[src/rtl/cfgp_pkg.sv]
package cfgp_pkg;

  typedef enum logic [1:0] {
    ST_IDLE = 2'd0,
    ST_WAIT = 2'd1,
    ST_RESP = 2'd2
  } dn_state_e;

  typedef struct packed {
    logic       en;
    logic [7:0] bus;
    logic [4:0] dev;
    logic [2:0] fn;
    logic [5:0] dw;
  } cfg_sel_t;

  localparam logic [31:0] SEL_KEEP = 32'h80FF_FFFC;

  function automatic logic [3:0] lane_be(input logic [1:0] size, input logic [1:0] lane);
    logic [6:0] wide;
    case (size)
      2'd0:    wide = 7'b000_0001 << lane;
      2'd1:    wide = 7'b000_0011 << lane;
      default: wide = 7'b000_1111;
    endcase
    return wide[3:0];
  endfunction

  function automatic logic [31:0] lane_place(input logic [31:0] data, input logic [1:0] size,
                                             input logic [1:0] lane);
    if (size[1]) return data;
    return data << {lane, 3'b000};
  endfunction

  function automatic logic [31:0] lane_pick(input logic [31:0] dword, input logic [1:0] size,
                                            input logic [1:0] lane);
    logic [31:0] sh;
    sh = dword >> {lane, 3'b000};
    case (size)
      2'd0:    return {24'd0, sh[7:0]};
      2'd1:    return {16'd0, sh[15:0]};
      default: return dword;
    endcase
  endfunction

endpackage

[src/rtl/cfgp_sel_reg.sv]
module cfgp_sel_reg
  import cfgp_pkg::*;
(
  input  logic        clk,
  input  logic        rst_n,
  input  logic        wr_en,
  input  logic [31:0] wdata,
  output cfg_sel_t    sel,
  output logic [31:0] rdword
);

  cfg_sel_t sel_q, sel_d;

  always_comb begin
    sel_d = sel_q;
    if (wr_en) begin
      sel_d.en  = wdata[31];
      sel_d.bus = wdata[23:16];
      sel_d.dev = wdata[15:11];
      sel_d.fn  = wdata[10:8];
      sel_d.dw  = wdata[7:2];
    end
  end

  always_ff @(posedge clk or negedge rst_n) begin
    if (!rst_n) sel_q <= '0;
    else if (wr_en) sel_q <= sel_d;
  end

  assign sel    = sel_q;
  assign rdword = {sel_q.en, 7'd0, sel_q.bus, sel_q.dev, sel_q.fn, sel_q.dw, 2'b00};

  assert_sel_latch_R1: assert property (@(posedge clk) disable iff (!rst_n)
    wr_en |=> (rdword == ($past(wdata) & SEL_KEEP)));

endmodule

[src/rtl/cfgp_local_file.sv]
module cfgp_local_file
  import cfgp_pkg::*;
#(
  parameter int          NUM_WIN  = 3,
  parameter logic [5:0]  CTRL_DW  = 6'h13,
  parameter logic [5:0]  WIN_DW   = 6'h14,
  parameter logic [31:0] WIN_KEEP = 32'hFFFF_0000
) (
  input  logic        clk,
  input  logic        rst_n,
  input  logic        wr_en,
  input  logic [5:0]  dw,
  input  logic [3:0]  be,
  input  logic [31:0] wdata,
  output logic [31:0] rdata
);

  localparam int NREG = 1 + NUM_WIN;

  logic [31:0] regs_q [NREG];
  logic [NREG-1:0] hit;

  for (genvar g = 0; g < NREG; g++) begin : g_reg
    localparam logic [5:0]  MY_DW   = (g == 0) ? CTRL_DW : 6'(WIN_DW + 6'(g - 1));
    localparam logic [31:0] MY_KEEP = (g == 0) ? 32'hFFFF_FFFF : WIN_KEEP;
    logic [31:0] bmask, nxt;

    assign hit[g] = (dw == MY_DW);
    assign bmask  = {{8{be[3]}}, {8{be[2]}}, {8{be[1]}}, {8{be[0]}}};

    always_comb begin
      nxt = ((regs_q[g] & ~bmask) | (wdata & bmask)) & MY_KEEP;
    end

    always_ff @(posedge clk or negedge rst_n) begin
      if (!rst_n) regs_q[g] <= '0;
      else if (wr_en && hit[g]) regs_q[g] <= nxt;
    end
  end

  always_comb begin
    rdata = '0;
    for (int i = 0; i < NREG; i++) begin
      if (hit[i]) rdata = rdata | regs_q[i];
    end
  end

  assert_one_hit_R6: assert property (@(posedge clk) disable iff (!rst_n)
    $onehot0(hit));

endmodule

[src/rtl/cfgp_dn_port.sv]
module cfgp_dn_port
  import cfgp_pkg::*;
#(
  parameter int TIMEOUT = 32
) (
  input  logic        clk,
  input  logic        rst_n,
  input  logic        start,
  input  logic        wr,
  input  cfg_sel_t    sel,
  input  logic [3:0]  be,
  input  logic [31:0] wdata,
  output logic        idle,
  output logic        done,
  output logic [31:0] resp,
  output logic        dn_req,
  output logic        dn_wr,
  output logic [7:0]  dn_bus,
  output logic [4:0]  dn_dev,
  output logic [2:0]  dn_fn,
  output logic [5:0]  dn_dw,
  output logic [3:0]  dn_be,
  output logic [31:0] dn_wdata,
  input  logic        dn_ack,
  input  logic        dn_err,
  input  logic [31:0] dn_rdata
);

  localparam int CNT_W = $clog2(TIMEOUT + 1);
  localparam logic [CNT_W-1:0] CNT_LAST = CNT_W'(TIMEOUT - 1);

  dn_state_e        st_q, st_d;
  logic [CNT_W-1:0] cnt_q, cnt_d;
  logic [31:0]      resp_q, resp_d;
  logic             load;
  logic             tmo_hit;

  assign tmo_hit = (cnt_q == CNT_LAST);
  assign load    = (st_q == ST_IDLE) && start;

  always_comb begin
    st_d   = st_q;
    cnt_d  = cnt_q;
    resp_d = resp_q;
    case (st_q)
      ST_IDLE: begin
        if (start) begin
          st_d  = ST_WAIT;
          cnt_d = '0;
        end
      end
      ST_WAIT: begin
        if (dn_ack || dn_err) begin
          resp_d = dn_err ? 32'hFFFF_FFFF : dn_rdata;
          st_d   = ST_RESP;
        end else if (tmo_hit) begin
          resp_d = 32'hFFFF_FFFF;
          st_d   = ST_RESP;
        end else begin
          cnt_d = cnt_q + 1'b1;
        end
      end
      default: st_d = ST_IDLE;
    endcase
  end

  always_ff @(posedge clk or negedge rst_n) begin
    if (!rst_n) begin
      st_q   <= ST_IDLE;
      cnt_q  <= '0;
      resp_q <= '0;
    end else begin
      st_q   <= st_d;
      cnt_q  <= cnt_d;
      resp_q <= resp_d;
    end
  end

  always_ff @(posedge clk or negedge rst_n) begin
    if (!rst_n) begin
      dn_wr    <= 1'b0;
      dn_bus   <= '0;
      dn_dev   <= '0;
      dn_fn    <= '0;
      dn_dw    <= '0;
      dn_be    <= '0;
      dn_wdata <= '0;
    end else if (load) begin
      dn_wr    <= wr;
      dn_bus   <= sel.bus;
      dn_dev   <= sel.dev;
      dn_fn    <= sel.fn;
      dn_dw    <= sel.dw;
      dn_be    <= be;
      dn_wdata <= wdata;
    end
  end

  assign dn_req = (st_q == ST_WAIT);
  assign idle   = (st_q == ST_IDLE);
  assign done   = (st_q == ST_RESP);
  assign resp   = resp_q;

  assert_req_hold_R7: assert property (@(posedge clk) disable iff (!rst_n)
    (dn_req && !dn_ack && !dn_err && !tmo_hit) |=>
      (dn_req && $stable(dn_bus) && $stable(dn_dev) && $stable(dn_fn) &&
       $stable(dn_dw) && $stable(dn_be) && $stable(dn_wdata) && $stable(dn_wr)));

  assert_tmo_bound_R9: assert property (@(posedge clk) disable iff (!rst_n)
    dn_req |-> (cnt_q <= CNT_LAST));

  assert_tmo_release_R9: assert property (@(posedge clk) disable iff (!rst_n)
    (dn_req && tmo_hit) |=> !dn_req);

endmodule

[src/rtl/cfg_access_port.sv]
module cfg_access_port
  import cfgp_pkg::*;
#(
  parameter int          ADDR_W   = 8,
  parameter int          NUM_WIN  = 3,
  parameter int          TIMEOUT  = 32,
  parameter logic [7:0]  SEL_OFF  = 8'h28,
  parameter logic [7:0]  WIN_OFF  = 8'h2C,
  parameter logic [5:0]  CTRL_DW  = 6'h13,
  parameter logic [5:0]  WIN_DW   = 6'h14,
  parameter logic [31:0] WIN_KEEP = 32'hFFFF_0000
) (
  input  logic              clk,
  input  logic              rst_n,
  input  logic              reg_sel,
  input  logic              reg_wr,
  input  logic [ADDR_W-1:0] reg_addr,
  input  logic [1:0]        reg_size,
  input  logic [31:0]       reg_wdata,
  output logic [31:0]       reg_rdata,
  output logic              reg_ready,
  output logic              dn_req,
  output logic              dn_wr,
  output logic [7:0]        dn_bus,
  output logic [4:0]        dn_dev,
  output logic [2:0]        dn_fn,
  output logic [5:0]        dn_dw,
  output logic [3:0]        dn_be,
  output logic [31:0]       dn_wdata,
  input  logic              dn_ack,
  input  logic              dn_err,
  input  logic [31:0]       dn_rdata
);

  localparam int DW_HI = ADDR_W - 1;
  localparam logic [ADDR_W-3:0] SEL_IDX = SEL_OFF[ADDR_W-1:2];
  localparam logic [ADDR_W-3:0] WIN_IDX = WIN_OFF[ADDR_W-1:2];

  logic [1:0] rst_sync_q;
  logic       rst_n_s;

  always_ff @(posedge clk or negedge rst_n) begin
    if (!rst_n) rst_sync_q <= 2'b00;
    else        rst_sync_q <= {rst_sync_q[0], 1'b1};
  end
  assign rst_n_s = rst_sync_q[1];

  cfg_sel_t    sel;
  logic [31:0] sel_rdword;
  logic        sel_hit, win_hit, local_hit, dn_target;
  logic [1:0]  lane;
  logic [3:0]  acc_be;
  logic [31:0] acc_wdata;
  logic        fsm_idle, fsm_done;
  logic [31:0] fsm_resp;
  logic [31:0] loc_rdata;
  logic        sel_we, loc_we, launch;

  assign sel_hit   = (reg_addr[DW_HI:2] == SEL_IDX);
  assign win_hit   = (reg_addr[DW_HI:2] == WIN_IDX);
  assign lane      = reg_addr[1:0];
  assign local_hit = (sel.bus == 8'd0) && (sel.dev == 5'd0) && (sel.fn == 3'd0);
  assign dn_target = sel.en && !local_hit;
  assign acc_be    = lane_be(reg_size, lane);
  assign acc_wdata = lane_place(reg_wdata, reg_size, lane);

  assign sel_we = reg_sel && reg_wr && sel_hit && fsm_idle;
  assign loc_we = reg_sel && reg_wr && win_hit && sel.en && local_hit && fsm_idle;
  assign launch = reg_sel && win_hit && dn_target && fsm_idle;

  cfgp_sel_reg u_sel (
    .clk    (clk),
    .rst_n  (rst_n_s),
    .wr_en  (sel_we),
    .wdata  (reg_wdata),
    .sel    (sel),
    .rdword (sel_rdword)
  );

  cfgp_local_file #(
    .NUM_WIN  (NUM_WIN),
    .CTRL_DW  (CTRL_DW),
    .WIN_DW   (WIN_DW),
    .WIN_KEEP (WIN_KEEP)
  ) u_local (
    .clk   (clk),
    .rst_n (rst_n_s),
    .wr_en (loc_we),
    .dw    (sel.dw),
    .be    (acc_be),
    .wdata (acc_wdata),
    .rdata (loc_rdata)
  );

  cfgp_dn_port #(
    .TIMEOUT (TIMEOUT)
  ) u_dn (
    .clk      (clk),
    .rst_n    (rst_n_s),
    .start    (launch),
    .wr       (reg_wr),
    .sel      (sel),
    .be       (acc_be),
    .wdata    (acc_wdata),
    .idle     (fsm_idle),
    .done     (fsm_done),
    .resp     (fsm_resp),
    .dn_req   (dn_req),
    .dn_wr    (dn_wr),
    .dn_bus   (dn_bus),
    .dn_dev   (dn_dev),
    .dn_fn    (dn_fn),
    .dn_dw    (dn_dw),
    .dn_be    (dn_be),
    .dn_wdata (dn_wdata),
    .dn_ack   (dn_ack),
    .dn_err   (dn_err),
    .dn_rdata (dn_rdata)
  );

  always_comb begin
    reg_ready = fsm_done || (reg_sel && fsm_idle && !launch);
    reg_rdata = '0;
    if (fsm_done) begin
      reg_rdata = lane_pick(fsm_resp, reg_size, lane);
    end else if (sel_hit) begin
      reg_rdata = sel_rdword;
    end else if (win_hit) begin
      if (!sel.en)        reg_rdata = lane_pick(32'hFFFF_FFFF, reg_size, lane);
      else if (local_hit) reg_rdata = lane_pick(loc_rdata, reg_size, lane);
    end
  end

  assert_wait_stall_R8: assert property (@(posedge clk) disable iff (!rst_n_s)
    dn_req |-> !reg_ready);

  assert_no_self_out_R5: assert property (@(posedge clk) disable iff (!rst_n_s)
    dn_req |-> !((dn_bus == 8'd0) && (dn_dev == 5'd0) && (dn_fn == 3'd0)));

  assert_byte_lane_R2: assert property (@(posedge clk) disable iff (!rst_n_s)
    (launch && (reg_size == 2'd0)) |=> ($countones(dn_be) == 1));

  assert_ready_after_ack_R8: assert property (@(posedge clk) disable iff (!rst_n_s)
    (dn_req && dn_ack) |=> (reg_ready && !dn_req));

  assert_off_no_out_R4: assert property (@(posedge clk) disable iff (!rst_n_s)
    (fsm_idle && reg_sel && win_hit && !sel.en) |=> !dn_req);

endmodule

[config.mk]
export PLATFORM = sky130hd
export DESIGN_NAME = cfg_access_port
export DESIGN_NICKNAME = d
export VERILOG_FILES = /design/src/rtl/cfgp_pkg.sv /design/src/rtl/cfgp_sel_reg.sv /design/src/rtl/cfgp_local_file.sv /design/src/rtl/cfgp_dn_port.sv /design/src/rtl/cfg_access_port.sv
export SDC_FILE = /design/constraint.sdc
export NUM_CORES = 1
export LEC_CHECK = 0
export BUFFER_PORTS_ARGS = -buffer_cell sky130_fd_sc_hd__clkbuf_2
export CAP_MARGIN = 40
export CORE_UTILIZATION = 40
export CTS_CLUSTER_DIAMETER = 50
export CTS_CLUSTER_SIZE = 40
export DETAILED_ROUTE_END_ITERATION = 10
export SLEW_MARGIN = 10
export SYNTH_ARGS = -nofsm -noshare
export SYNTH_HDL_FRONTEND = slang
export SYNTH_HIERARCHICAL = 1
export SYNTH_SLANG_ARGS = --single-unit
[constraint.sdc]
create_clock -name clk -period 5.88 [get_ports clk]
set_input_delay 1.176 -clock clk [delete_from_list [all_inputs] [get_ports clk]]
set_output_delay 1.176 -clock clk [all_outputs]
set_load 0.01 [all_outputs]
After elaboration in Yosys (flattened, before gate mapping)
Index checks and enable logic that the tools add are counted.
Word-level totals
  input bits: 80
  bits in registers: 204
  output and inout bits: 93
  word-level logic and storage cells: 115
Operators by class
  reductions and logical operators: 34
  shift-type cells: 6
  bitwise operators: 13
  add/sub/neg operators: 1
  equal/unequal tests: 14
  multiplexer cells: 27
Operators with widths (count)
  two-way mux 32 bit: 14
  bitwise OR 32 bit: 7
  one-hot mux 32 bit (2 select lines): 3
  AND 32 bit: 5
  >> shifter 32 x 5 -> 16 bit: 2
  inverter 32 bit: 1
  left shift 32 x 5 -> 32 bit: 1
  >> shifter 32 x 5 -> 16 bit (first input constant): 1
  == test 6 x 5 -> 1 bit (second input constant): 5
  logical AND 1 bit: 20
  two-way mux 6 bit: 3
  == test 6 x 4 -> 1 bit (second input constant): 2
  one-hot mux 6 bit (2 select lines): 1
  zero test 8 bit: 1
  one-hot mux 4 bit (2 select lines): 1
  adder 6 x 1 -> 6 bit (second input constant): 1
  two-way mux 2 bit: 3
  zero test 5 bit: 1
  == test 2 x 1 -> 1 bit (second input constant): 2
  zero test 2 bit: 2
  inequality test 2 bit (second input constant): 2
  one-hot mux 2 bit (2 select lines): 1
  AND reduction 2 bit: 2
  AND reduction 4 bit: 1
  other kinds (10): 13

Logic depth before layout (Yosys ltp)
Gate-level depths: netlist of run 1.
  depth after elaboration: 15
  gate-level depth with buffers: 12
  mapped depth without buffers: 7

Cells and area by module
Netlist of run 1, hierarchy kept.
By module, submodules not included
  cfgp_dn_port: cells each 324, seq. area each 2477.4 um2, area each 4267.8 um2, instances 1
  cfgp_local_file: cells each 263, seq. area each 2001.9 um2, area each 3666.0 um2, instances 1
  cfg_access_port: cells each 423, seq. area each 50.0 um2, area each 2795.2 um2, instances 1
  cfgp_sel_reg: cells each 81, seq. area each 575.6 um2, area each 1101.1 um2, instances 1

Worst setup path after synthesis of run 1
Ideal clock, no wire load.
  path type: input to output
  start: input reg_addr[7]
  end: output reg_rdata[11]
  required time: 4.704 ns
  buffers on the path: 1
  setup slack: 2.019 ns
  stages on the path: 5
  data arrival time: 2.685 ns
  cells stage by stage: or4b_1 > buf_6 > a211oi_4 > o22ai_1 > o31ai_1
On the way
  cells in the longest elaborated chain, start to end: 4
  elaborated cells between the ends (all ways): 5
  classes of those cells: eq/ne: 2; mux: 3
Ends and longest elaborated chain
  start: declaration: RTL line cfg_access_port.sv:17  | input logic [ADDR_W-1:0] reg_addr,
  == test 6 x 4 -> 1 bit: RTL line cfg_access_port.sv:60  | assign win_hit = (reg_addr[DW_HI:2] == WIN_IDX);
  two-way mux 32 bit: RTL line cfg_access_port.sv:128  | end else if (win_hit) begin
  two-way mux 32 bit (*): RTL line cfg_access_port.sv:126  | end else if (sel_hit) begin
  two-way mux 32 bit (*): RTL line cfg_access_port.sv:124  | if (fsm_done) begin
  end: declaration: RTL line cfg_access_port.sv:20  | output logic [31:0] reg_rdata,
Every way passes the cells marked *; elsewhere a longest branch is shown, timed or not.

Worst setup path after layout of run 1
  start: register u_sel.sel_q, in the netlist u_sel/rdword[7]
  end: output reg_rdata[12]
On the way
  cells in the longest elaborated chain, start to end: 15
  elaborated cells between the ends (all ways): 18
  classes of those cells: eq/ne: 4; shift: 1; mux: 10; bitwise: 3
Ends and longest elaborated chain
  start: declaration: RTL line cfgp_sel_reg.sv:12  | cfg_sel_t sel_q, sel_d;
  start signal: assignment: RTL line cfgp_sel_reg.sv:27  | else if (wr_en) sel_q <= sel_d;
  == test 6 x 5 -> 1 bit: RTL line cfgp_local_file.sv:28  | assign hit[g] = (dw == MY_DW);
  two-way mux 32 bit: RTL line cfgp_local_file.sv:44  | if (hit[i]) rdata = rdata | regs_q[i];
  bitwise OR 32 bit: RTL line cfgp_local_file.sv:44
  two-way mux 32 bit: RTL line cfgp_local_file.sv:44
  bitwise OR 32 bit: RTL line cfgp_local_file.sv:44
  two-way mux 32 bit: RTL line cfgp_local_file.sv:44
  bitwise OR 32 bit: RTL line cfgp_local_file.sv:44
  two-way mux 32 bit (*): RTL line cfgp_local_file.sv:44
  named net loc_rdata[28]: RTL line cfg_access_port.sv:56  | logic [31:0] loc_rdata;
  >> shifter 32 x 5 -> 16 bit (*): RTL line cfgp_pkg.sv:38  | sh = dword >> {lane, 3'b000};
  one-hot mux 32 bit (2 select lines) (*): RTL line cfgp_pkg.sv:39  | case (size)
  two-way mux 32 bit (*): RTL line cfg_access_port.sv:130  | else if (local_hit) reg_rdata = lane_pick(loc_rdata, reg_size, lane);
  two-way mux 32 bit (*): RTL line cfg_access_port.sv:129  | if (!sel.en) reg_rdata = lane_pick(32'hFFFF_FFFF, reg_size, lane);
  two-way mux 32 bit (*): RTL line cfg_access_port.sv:128
  two-way mux 32 bit (*): RTL line cfg_access_port.sv:126
  two-way mux 32 bit (*): RTL line cfg_access_port.sv:124
The timed path passes the listed nets; every way through them passes the cells marked *.

==> flow_summary.json, run 1 <==
{
  "postCtsSetupBuffers": 0,
  "reg2reg_from": "u_sel/rdword[17]$_DFFE_PN0P_",
  "fin_area_sq_mm": 0.0136,
  "timing_hold_violations_final": 0,
  "arrival_ns": 3.74,
  "sw_frac_of_total_pct": 27.9,
  "dpl.cell_count": 1557,
  "maxCapViolCount": 0,
  "setup_tns_ns": 0,
  "dpl_cell_area_sq_mm": 0.0128,
  "peakVddDrop_uv": 191,
  "insertion_delay_ns": 0.55,
  "period_share_pct": 83.6,
  "netlist_instances": 1091,
  "multi_input_area_sq_mm": 0.00603,
  "hpwl_um": 28400,
  "slew_viol_final": 0,
  "synth-edff-count": 0,
  "vias_per_cell": 6.00,
  "period_needed_ns": 4.91,
  "io_pins": 173,
  "dieArea_sq_mm": 0.0303,
  "p_leak_nw": 6.48,
  "combPwrFrac_pct": 9.6,
  "slew_headroom_pct": 32.6,
  "dieWidth_um": 174,
  "antenna_found_initial": 3,
  "tightest_slew_ns": 1.01,
  "syn_to_final_growth_pct": 15.3,
  "antennaDiodeCount": 0,
  "drt_iter0_markers": 916,
  "cpPeakStageDelay_ns": 0.58,
  "synth.avg_cell_area_sq_um": 10.8,
  "drive_gt1_share_pct": 37.1,
  "crit_fanout": 16,
  "r2r_cells": 7,
  "async_flop_share_pct": 100,
  "synth_seq_area_share_pct": 43.2,
  "place_congestion": 0.917,
  "yosysWarnings": 6,
  "cp.required_ns": 4.70,
  "clock_skew_ns": 0.0325,
  "status": "finished clean",
  "hold_buffers": 0,
  "portBuffers": 172,
  "cp-start-kind": "flop",
  "fmax_mhz": 204,
  "rows": 62,
  "setup_viol": 0,
  "route.detailed.drc": 0,
  "fill_cells": 2710,
  "grt_pass1_vias": 9306,
  "initial_core_util_pct": 40.9,
  "root_buffer": "clkbuf_16",
  "cts_tree": "yes",
  "clkPwrFrac_pct": 46.6,
  "rsz0062_at_grt": "false",
  "cts-htree-levels": 1,
  "cts-resized-gates": 0,
  "crit_slowest_cell": "or3b_1",
  "num_vias": 9626,
  "grt_max_degree": 173,
  "core_sq_mm": 0.0289,
  "grt_pass1_wl_um": 58200,
  "critPathKind": "reg2out",
  "syn_area_sq_mm": 0.0118,
  "ant_nets": 0,
  "synthFlopType": "dfrtp_1",
  "wirelength_um": 38600,
  "cts_inserted_buffers": 26,
  "synth_cell_types": 69,
  "power_frac_seq_pct": 43.8,
  "grt_overflow": 0,
  "final-seq-area_sq_mm": 0.00511,
  "final_nets": 1282,
  "internal_power_mw": 2.39,
  "cts_max_path_buffers": 3,
  "clkTransAtPathRegs_ns": 0.07,
  "cp-end-kind": "primary output",
  "grt_use_total_pct": 25.1,
  "synth-seq-cells": 204,
  "clock-sinks": 204,
  "min_path_type": "reg2async",
  "net-switching-power_mw": 0.926,
  "fp.dieH_um": 174,
  "fin_cells": 1603,
  "firstDrtPassIters": 7,
  "cp_cell_sequence": "or3b_1, or2_2, o22ai_1, nand3b_1, a21oi_1, o211ai_1, a31oi_1, clkbuf_2",
  "rrSetupSlack_ns": 2.03,
  "wl_per_cell_um": 24.1,
  "p_per_area_mw_per_mm2": 243
}
## final cells by class
cell class                 instances  area share, %
clock inverter                    16           1.12
sequential                       204           37.5
clock buffer                      30           5.04
timing repair buffer             201           8.27
tap                              384           3.52
multi-input combinational        754           44.2
inverter                          14          0.385
## cells by family (layout without fill, tap and decap cells)
family	Yosys count	after routing	synth area share, %
adder cells (fa/ha/maj)	1	1	0.106
AO/OA/AOI/OAI	307	307	19.0
buffers and inverters	141	261	6.32
other	2	10	0.0635
multiplexers	195	195	19.3
AND/OR/NAND/NOR	241	241	12.1
flip-flops	204	204	43.2
## power groups by stage
stage | Combinational (mW) | Sequential (mW) | Clock, mW
after floorplan | 0.204 | 1.48 | 0
after global placement | 0.310 | 1.48 | 0
after detailed placement | 0.313 | 1.48 | 0
after CTS | 0.315 | 1.45 | 1.58
after global routing | 0.343 | 1.46 | 1.64
final | 0.317 | 1.45 | 1.55
## metrics by stage
stage	setup WS, ns	power, mW	hold WS, ns	utilization [%]
detailed placement	1.27	1.79	0.280	44.2
finish	0.967	3.31	0.236	47.1
floorplan	2.02	1.68	0.331	-
global route	0.822	3.43	0.270	47.1
CTS	0.995	3.34	0.262	47.1
global placement	1.24	1.79	0.279	44.0
## synth_stat cells (all sizes together) (16+ instances only)
library cell,count,area (sq um)
a21oi,64,320
a22o,26,228
a22oi,47,353
a311o,17,181
and2,29,181
and3,19,119
buf,68,474
clkbuf,59,221
dfrtp,204,5100
mux2,170,2040
mux2i,25,250
nand2,33,124
nand2b,17,106
nand3,16,80.1
nor2,60,225
o21ai,25,125
o22ai,25,156
o32ai,31,272
## worst max-delay path: cells and delay by family, from the launching register on
kind | cells | cell delay [ns]
DFF | 1 | 0.46
AOI/OAI and AO/OA | 4 | 1.29
and+or+nand+nor | 3 | 1.24
buffers and inverters | 1 | 0.22
## metal layers
metal	GRT usage, %	wire, um	share of wire [%]
met5	0	43	0.11
met2	40.2	17900	46
met3	4.86	2670	6.9
met4	8.92	1400	3.6
met1	33.7	16600	43
## placed cells by master (no fill, tap or decap), types with 29 or more instances in the layout
cell type and n:
a21oi_1 64, a22oi_1 47, and2_1 29, clkbuf_2 171
dfrtp_1 203, mux2_2 135, mux2_4 33, nand2_1 33
nor2_1 60, o32ai_1 31
## how the worst max path moves through the flow
stage / endpoint / startpoint / cells past startpoint / slack, ns
finish: reg_rdata[12] / u_sel/rdword[7]$_DFFE_PN0P_ / 8 / 0.97
detailed placement: reg_rdata[29] / reg_addr[7] / 7 / 1.27
global route: reg_rdata[10] / u_sel/rdword[7]$_DFFE_PN0P_ / 8 / 0.82
floorplan: reg_rdata[11] / reg_addr[7] / 5 / 2.02
CTS: reg_rdata[12] / u_sel/rdword[5]$_DFFE_PN0P_ / 8 / 0.99
global placement: reg_rdata[19] / reg_addr[7] / 6 / 1.24
(Power assumes the default switching activity.)
==> inputs of run 2 (changes only) <==
clock period = 5.05 ns   (was 5.88 ns; I/O delays follow)
==> run 2 against run 1 <==
Against the previous run:
- final cell count grew 1.2%
- largest power group unchanged
- highest routed layer is now met4
- critical endpoint is now reg_rdata[13]
- via count grew 1.7%
- sequential share of layout area shrank 0.54 points
==> flow_summary.json, run 2 (synthesized netlist as in run 1, its figures left out) <==
{
  "dpl_cell_area_sq_mm": 0.0129,
  "cp-end-kind": "primary output",
  "clock-sinks": 204,
  "firstDrtPassIters": 5,
  "crit_fanout": 16,
  "hold_buffers": 0,
  "antenna_found_initial": 0,
  "net-switching-power_mw": 1.14,
  "critPathLaunch": "u_sel/rdword[7]$_DFFE_PN0P_",
  "num_vias": 9792,
  "cts_max_path_buffers": 3,
  "whs_ns": 0.246,
  "insertion_delay_ns": 0.54,
  "fp.dieH_um": 174,
  "fin_area_sq_mm": 0.0138,
  "initial_core_util_pct": 40.9,
  "sw_frac_of_total_pct": 28.8,
  "cts_tree": "yes",
  "post-place-ws_ns": 0.949,
  "hpwl_um": 28500,
  "grt_max_degree": 93,
  "combPwrFrac_pct": 9.5,
  "route.detailed.drc": 0,
  "slew_viol_final": 0,
  "dieWidth_um": 174,
  "io_pins": 173,
  "place_congestion": 0.924,
  "cts-htree-levels": 1,
  "peakVddDrop_uv": 230,
  "clkTransAtPathRegs_ns": 0.06,
  "fmax_mhz": 215,
  "cp_cell_sequence": "or3b_1, or2_2, o22ai_1, nand3b_1, a21oi_1, o21ai_0, a31oi_1, clkbuf_2",
  "layout_setup_ws_ns": 0.405,
  "portBuffers": 172,
  "internal_power_mw": 2.83,
  "drt_iter0_markers": 866,
  "drive_gt1_share_pct": 38.1,
  "final_nets": 1299,
  "reg2reg_from": "u_sel/rdword[11]$_DFFE_PN0P_",
  "setup_tns_ns": 0,
  "period_needed_ns": 4.64,
  "grt_pass1_wl_um": 58700,
  "final_common_cell": "dfrtp_1",
  "clock_skew_ns": 0.0138,
  "status": "finished clean",
  "wl_per_cell_um": 24.0,
  "dieArea_sq_mm": 0.0303,
  "grt_use_total_pct": 25.3,
  "timing_hold_violations_final": 0,
  "grt_overflow": 0,
  "cp.required_ns": 4.04,
  "cpPeakStageDelay_ns": 0.58,
  "rsz0062_at_grt": "false",
  "slew_headroom_pct": 38.8,
  "cp-start-kind": "flop",
  "arrival_ns": 3.63,
  "cts_inserted_buffers": 27,
  "core_sq_mm": 0.0289,
  "period_share_pct": 92.0,
  "maxCapViolCount": 0,
  "layout_common_cells": "dfrtp_1 (203), clkbuf_2 (171), mux2_2 (135)",
  "cts-resized-gates": 0,
  "p_leak_nw": 6.59,
  "critPathKind": "reg2out",
  "root_buffer": "clkbuf_16",
  "clkPwrFrac_pct": 48.0,
  "rows": 62,
  "postCtsSetupBuffers": 0,
  "p_per_area_mw_per_mm2": 287,
  "crit_slowest_cell": "or3b_1",
  "antennaDiodeCount": 0,
  "min_path_type": "in2async",
  "vias_per_cell": 6.04,
  "setup_viol": 0,
  "syn_to_final_growth_pct": 17.0,
  "wirelength_um": 39000,
  "ant_nets": 0,
  "fin_util_pct": 47.8,
  "tightest_slew_ns": 0.918,
  "grt_pass1_vias": 9476,
  "power_frac_seq_pct": 42.5
}
run 2: cell types whose count changed in the layout (fill, tap and decap cells not counted), sizes merged:
cell | previous run | this run
clkinv | 8 | 6
buf | 30 | 46
inv | 20 | 26
clkinvlp | 2 | 1
run 2: worst max-delay path, delay by kind of cell (launching register included):
kind	cells	cell delay, ns
AOI/OAI and AO/OA	4	1.21
DFF	1	0.43
and+or+nand+nor	3	1.27
buffers and inverters	1	0.18
run 2: worst paths after layout:
kind,end,slack [ns],cells after the start
max,reg_rdata[13],0.41,8
min,rst_sync_q[1]$_DFF_PN0_,0.25,1
max reg2reg,flop,1.28,7
min reg2reg,u_dn/dn_wdata[16]$_DFFE_PN0P_,0.35,0
max in group asynchronous,u_sel/rdword[9]$_DFFE_PN0P_,3.74,2
min in group clk,rst_sync_q[1]$_DFF_PN0_,0.35,0
run 2: metrics by stage:
stage,std cells,power (mW)
after detailed placement,1573,2.10
after floorplan,1099,1.96
final,1622,3.98
after global routing,1622,4.11
after global placement,1568,2.09
after CTS,1622,4.01
run 2: power by group through the flow:
stage | Sequential, mW | Clock [mW] | Combinational [mW]
floorplan | 1.72 | 0 | 0.238
global placement | 1.72 | 0 | 0.369
detailed placement | 1.72 | 0 | 0.373
CTS | 1.69 | 1.95 | 0.375
global route | 1.69 | 2.01 | 0.405
finish | 1.69 | 1.91 | 0.379
run 2: per-layer routing:
layer | global-route usage, % | part of all wire (%) | vias to the layer above
met5 | 0 | 0 | -
met4 | 9.32 | 3.8 | 0
met3 | 3.63 | 6.4 | 97
met2 | 40.3 | 46 | 420
met1 | 34.9 | 43 | 4916
li1 | - | - | 4359
run 2: cell type report:
cell class | instances | area [sq um]
tap | 384 | 480
timing repair buffer | 217 | 1260
clock inverter | 19 | 210
clock buffer | 30 | 697
inverter | 14 | 52.6
multi-input combinational | 754 | 6030
sequential | 204 | 5110
fill | 2695 | 15100
